$ cat src/rtl/aisPkg.sv
package aisPkg;
  typedef struct packed {
    logic advance;  // a valid bit is consumed this cycle
    logic zeroIn;   // the consumed bit is a zero
  } aisStrobeT;
endpackage

$ cat src/rtl/aisAgeDp.sv
module aisAgeDp
  import aisPkg::*;
#(
  parameter int WINDOW     = 2048,
  parameter int ZERO_LIMIT = 3
) (
  input  logic      clk,
  input  logic      rstN,
  input  aisStrobeT strobe,
  output logic      spanShortNext
);
  localparam int AGE_W = $clog2(WINDOW + 1);
  localparam logic [AGE_W-1:0] SAT = AGE_W'(WINDOW);

  logic [AGE_W-1:0] ageQ [ZERO_LIMIT];
  logic [AGE_W-1:0] ageD [ZERO_LIMIT];

  function automatic logic [AGE_W-1:0] bumpAge(input logic [AGE_W-1:0] a);
    return (a >= SAT) ? SAT : a + 1'b1;
  endfunction

  for (genvar i = 0; i < ZERO_LIMIT; i++) begin : g_age
    if (i == 0) begin : g_newest
      always_comb ageD[i] = strobe.zeroIn ? '0 : bumpAge(ageQ[i]);
    end else begin : g_older
      always_comb ageD[i] = strobe.zeroIn ? bumpAge(ageQ[i-1]) : bumpAge(ageQ[i]);
    end

    always_ff @(posedge clk) begin
      if (!rstN)               ageQ[i] <= SAT;
      else if (strobe.advance) ageQ[i] <= ageD[i];
    end

    p_age_bounded_r9: assert property (@(posedge clk) disable iff (!rstN)
      ageQ[i] <= SAT);
    p_age_hold_r5: assert property (@(posedge clk) disable iff (!rstN)
      !strobe.advance |=> $stable(ageQ[i]));
  end

  // oldest tracked zero out of the window after this bit
  assign spanShortNext = (ageD[ZERO_LIMIT-1] >= SAT);

  p_zero_restarts_r3: assert property (@(posedge clk) disable iff (!rstN)
    (strobe.advance && strobe.zeroIn) |=> ageQ[0] == '0);
endmodule

$ cat src/rtl/aisCtrl.sv
module aisCtrl
  import aisPkg::*;
(
  input  logic      clk,
  input  logic      rstN,
  input  logic      bitValid,
  input  logic      bitIn,
  input  logic      flagClear,
  input  logic      spanShortNext,
  output aisStrobeT strobe,
  output logic      aisActive,
  output logic      aisFlag
);
  logic statusChange;

  always_comb begin
    strobe.advance = bitValid;
    strobe.zeroIn  = bitValid && !bitIn;
  end

  assign statusChange = strobe.advance && (spanShortNext != aisActive);

  always_ff @(posedge clk) begin
    if (!rstN) begin
      aisActive <= 1'b0;
      aisFlag   <= 1'b0;
    end else begin
      if (strobe.advance) aisActive <= spanShortNext;
      if (statusChange)   aisFlag   <= 1'b1;
      else if (flagClear) aisFlag   <= 1'b0;
    end
  end

  p_ais_hold_r5: assert property (@(posedge clk) disable iff (!rstN)
    !bitValid |=> $stable(aisActive));
  p_flag_on_change_r6: assert property (@(posedge clk) disable iff (!rstN)
    !$stable(aisActive) |-> aisFlag);
  p_flag_sticky_r7: assert property (@(posedge clk) disable iff (!rstN)
    (aisFlag && !flagClear) |=> aisFlag);
endmodule

$ cat src/rtl/aisDetector.sv
module aisDetector #(
  parameter int WINDOW     = 2048,
  parameter int ZERO_LIMIT = 3
) (
  input  logic clk,
  input  logic rstN,
  input  logic bitValid,
  input  logic bitIn,
  input  logic irqMask,
  input  logic flagClear,
  output logic aisActive,
  output logic aisFlag,
  output logic irqReq
);
  aisPkg::aisStrobeT strobe;
  logic spanShortNext;

  aisCtrl u_ctrl (
    .clk(clk), .rstN(rstN), .bitValid(bitValid), .bitIn(bitIn),
    .flagClear(flagClear), .spanShortNext(spanShortNext),
    .strobe(strobe), .aisActive(aisActive), .aisFlag(aisFlag)
  );

  aisAgeDp #(.WINDOW(WINDOW), .ZERO_LIMIT(ZERO_LIMIT)) u_dp (
    .clk(clk), .rstN(rstN), .strobe(strobe), .spanShortNext(spanShortNext)
  );

  assign irqReq = aisFlag && !irqMask;

  p_irq_needs_flag_r8: assert property (@(posedge clk) disable iff (!rstN)
    irqReq |-> aisFlag);
  p_irq_masked_r8: assert property (@(posedge clk) disable iff (!rstN)
    irqMask |-> !irqReq);
endmodule

$ cat config.mk
export PLATFORM = sky130hd
export DESIGN_NAME = aisDetector
export DESIGN_NICKNAME = d
export VERILOG_FILES = /design/src/rtl/aisPkg.sv /design/src/rtl/aisAgeDp.sv /design/src/rtl/aisCtrl.sv /design/src/rtl/aisDetector.sv
export SDC_FILE = /design/constraint.sdc
export NUM_CORES = 1
export LEC_CHECK = 0
export BUFFER_PORTS_ARGS = -buffer_cell sky130_fd_sc_hd__buf_4
export CAP_MARGIN = 5
export CORE_MARGIN = 5
export CORE_UTILIZATION = 57
export CTS_BUF_LIST = sky130_fd_sc_hd__clkbuf_2 sky130_fd_sc_hd__clkbuf_4 sky130_fd_sc_hd__clkbuf_8
export DETAILED_ROUTE_END_ITERATION = 6
export PLACE_DENSITY = 0.83
export RECOVER_POWER = 50
export SLEW_MARGIN = 20
export SYNTH_ARGS = -nofsm -noshare
export SYNTH_HDL_FRONTEND = slang
export SYNTH_SLANG_ARGS = --single-unit
$ cat constraint.sdc
create_clock -name clk -period 1.8 [get_ports clk]
set_clock_uncertainty 0.1 [all_clocks]
set_input_delay 0.18 -clock clk [delete_from_list [all_inputs] [get_ports clk]]
set_output_delay 0.18 -clock clk [all_outputs]
set_load 0.005 [all_outputs]
# Yosys cells after proc, flatten, opt, wreduce, memory -nomap -nowiden
# Memory sizes are Yosys's and may differ from the RTL's.
# Index checks and enable logic that the tools add are counted.
# word_totals
reg_bits	2
mem_bits_rw	36
input_bits	6
mem_count	1
# memory_table
name	words	word_bits	rd	rd_ports_with_merged_regs	write_ports	line_no	text
u_dp.ageQ	3	12	3	0	3	aisAgeDp.sv:15	logic [AGE_W-1:0] ageQ [ZERO_LIMIT];
# classes
n_addsub	3
magnitude_cmp	4
eq_ne	1
mux	15
n_bitwise	3
n_reduce_logical	6
# ops
cell	count
12-bit two-way mux	9
12-bit greater-or-equal comparator, second input constant	4
12-bit by 1-bit adder with 12-bit output, second input constant	3
1-bit two-way mux	6
1-bit logical AND	3
1-bit OR	3
1-bit zero test	2
2-bit nonzero test	1
1-bit != test	1

# Depth between registers and ports, before layout
# logic_depth
depth_word	7
ltp_mapped	6
ltp_nobuf	5

# By module
# A second synthesis with hierarchy kept.
# hier_totals
hier_cells	205
area_unflattened_um2	2152.1
# by_module_without_submodules
mod	n_inst	cells_per_inst	area_each_um2
aisAgeDp	1	194	2043.2
aisCtrl	1	10	95.1
aisDetector	1	1	13.8

# Worst setup path before layout
# OpenSTA, ideal clock, no wires.
# synth_path
path_type	input-to-reg
start	in rstN
end	mem u_dp.ageQ[0][0] (netlist bit), enable pin
setup_ns	0.400
arrival_ns	1.195
path_slack_ns	0.105
path_stages	2
path_buffers	1
path_cell_list	buf_2 nand2b_1
# synth_lines
element	line_no	text
start, declared	aisDetector.sv:6	input logic rstN,
end, declared	aisAgeDp.sv:15	

==> flow_metrics.py <==
metrics = {
    "outcome": {
        "status": "completed",
    },
    "yosys": {
        "syn_area_per_cell_sq_um": 10.7,
        "syn-num-nets": 215,
        "ys_ff_latch": 38,
        "synth.largest_area_cell": "edfxtp_1",
        "syn_area_sq_um": 2170,
        "ys_types": 38,
        "ys_seq_area_frac": 0.516,
        "synth_edf_count": 36,
        "synthCells": 203,
        "synth_area_leaders": "edfxtp_1 (50%), xor2_1 (7.2%), o22ai_1 (4.0%), ha_1 (3.5%), nor2_1 (3.3%)",
        "yosysMostFrequentCell": "edfxtp_1",
        "yosysTopAreaCellShare": 0.497,
        "yosys_warnings": 0,
        "synthTopCellsByCount": "edfxtp_1 (36), nor2_1 (19), xor2_1 (18)",
        "ys.flop_type": "edfxtp_1",
        "async_reset_ff_frac": 0,
    },
    "critical_path": {
        "worstRegToRegCells": 5,
        "r2r-end": "u_dp.ageQ[2][10]",
        "crit_start": "u_dp.ageQ[1][1]",
        "r2r_start": "u_dp.ageQ[1][1]",
        "crit_path_start_kind": "register",
        "cp_max_fo": 3,
        "crit_path_end": "u_dp.ageQ[2][10]",
        "ff2ff_setup_slack_ns": 0.11,
        "required_ns": 1.74,
        "criticalPathCategory": "reg2reg",
        "critPathArrivalTime_ns": 1.63,
        "cp-end-kind": "register",
    },
    "cells_and_area": {
        "area_delta_synth_final_pct": 12.9,
        "drive_gt1_frac": 0.127,
        "fin_nets": 232,
        "fillers": 297,
        "num_antenna_cells": 0,
        "layoutNonFillerInstCount": 269,
        "final_util": 0.666,
        "finish.instance_area_sq_um": 2450,
    },
    "place": {
        "post-place-cells": 260,
        "post_dp_cell_area_sq_um": 2300,
        "pre_cts_slack_ns": 0.0860,
        "place_congestion": 0.815,
        "hpwl_mm": 3.23,
        "io_buffers": 8,
    },
    "sta": {
        "whs_ns": 0.114,
        "min_period_ns": 1.69,
        "max_freq_ghz": 0.590,
        "fin_crit_sh": 0.941,
        "tns_ns": 0,
        "slew_viol_final": 0,
        "setup_violations": 0,
        "fin_ws_ns": 0.105,
        "slew_headroom": 0.581,
        "hold_viol": 0,
        "rsz0062_at_grt": "no",
        "worst_pin_slew_ns": 0.628,
    },
    "route": {
        "first_iter_violations": 113,
        "drt-pass1-iter-count": 4,
        "dr_total_vias": 1606,
        "ant_nets": 0,
        "drc": 0,
        "via_per_inst": 5.97,
        "wl_per_cell_um": 16.6,
        "totalWireLength_mm": 4.47,
    },
    "clock_tree": {
        "htree_levels": 2,
        "clock-sinks": 38,
        "cts_buffers": 5,
        "clk_latency_ns": 0.29,
        "clk_pin_slew_ns": 0.07,
        "clockBufferDepth": 2,
        "root_buffer": "clkbuf_8",
        "cts_tree": "built",
    },
    "floorplanning": {
        "ioPinCount": 9,
        "initial_core_util": 0.590,
        "placementRows": 22,
        "die_w_um": 71.8,
        "fp.dieH_um": 71.8,
        "core_area_sq_um": 3690,
        "dieArea_sq_um": 5150,
    },
    "pwr": {
        "totalPowerFinal_mw": 2.06,
        "p_leak_nw": 0.859,
        "power.density_nw_per_um2": 840,
        "peakVddDrop_mv": 0.523,
    },
    "flow_run": {
        "maxCapViolCount": 0,
    },
    "global_route": {
        "grt_max_degree": 26,
        "antenna_found_initial": 0,
        "grt_use_total": 0.185,
        "grt_pass1_vias": 1559,
        "grt_pass1_wl_mm": 7.31,
        "grt_remaining_overflow": 0,
    },
    "hold_path": {
        "hp-class": "in2reg",
        "min_from": "flagClear",
    },
}
layout make-up:
type	count	area, sq um	share of cell area
repair buffers	15	98.8	0.0403
multi-input cells	150	995	0.405
well taps	48	60.1	0.0245
flip-flops and latches	38	1120	0.457
inverters	10	37.5	0.0153
clock buffers	6	82.6	0.0336
clock inverters	2	60.1	0.0245
logic make-up (layout without fill, tap and decap cells):
logic type / after synthesis / in the layout / synth area share
xor+xnor: 26 / 26 / 0.105
simple gates: 88 / 88 / 0.212
flops: 38 / 38 / 0.516
buf+inv: 15 / 33 / 0.0339
compound gates: 30 / 30 / 0.0995
fa+ha+maj: 6 / 6 / 0.0345
placed cells by master (no fill, tap or decap), types with 3 or more instances in the layout:
cell,Yosys,layout
and3_1,9,9
buf_4,0,10
clkbuf_1,1,3
clkbuf_8,0,6
edfxtp_1,36,36
ha_1,6,6
inv_1,10,10
nand2_1,16,16
nand2b_1,3,3
nand3_1,8,8
nand4_1,11,11
nor2_1,19,19
nor3_1,10,10
o22ai_1,14,14
o32ai_1,4,4
xnor2_1,8,8
xor2_1,18,16
report_power, final:
group / switching (mW) / internal [mW] / total, mW
clock: 0.301 / 0.591 / 0.892
sequential: 0.0395 / 1.01 / 1.05
combinational: 0.0746 / 0.0515 / 0.126
metal layers:
layer	global-route usage	part of all wire
met1	0.233	0.43
met2	0.308	0.50
met3	0.0351	0.054
met4	0.0814	0.020
met5	0	0
state kept, by name, indices dropped and copies added, names as in the netlist:
| name | flops |
|---|---|
| u_ctrl.aisFlag | 1 |
| u_ctrl.aisActive | 1 |
| u_dp.ageQ | 36 |
how the worst min path moves through the flow:
stage	endpoint	slack (ns)	cells after the start
floorplan	u_dp.ageQ[2][11]	0.23	1
global placement	u_dp.ageQ[2][11]	0.40	2
detailed placement	u_ctrl.aisActive	0.40	2
CTS	u_dp.ageQ[2][11]	0.1	2
global route	u_ctrl.aisFlag	0.13	3
finish	u_ctrl.aisFlag	0.11	3
worst max-delay path: stages, from the launching register on:
cell and delay [ns]:
edfxtp_1 0.43, ha_1 0.25, and2_1 0.20, nand4_1 0.11, xor2_1 0.24, o22ai_1 0.11
repair_timing:
| item | CTS | global route |
|---|---|---|
| hold buffers | 0 | 0 |
| setup buffers | 0 | 1 |
| endpoints found under the setup margin | 0 | 4 |
| gates resized for setup | 0 | 2 |
(Power assumes the default switching activity.)
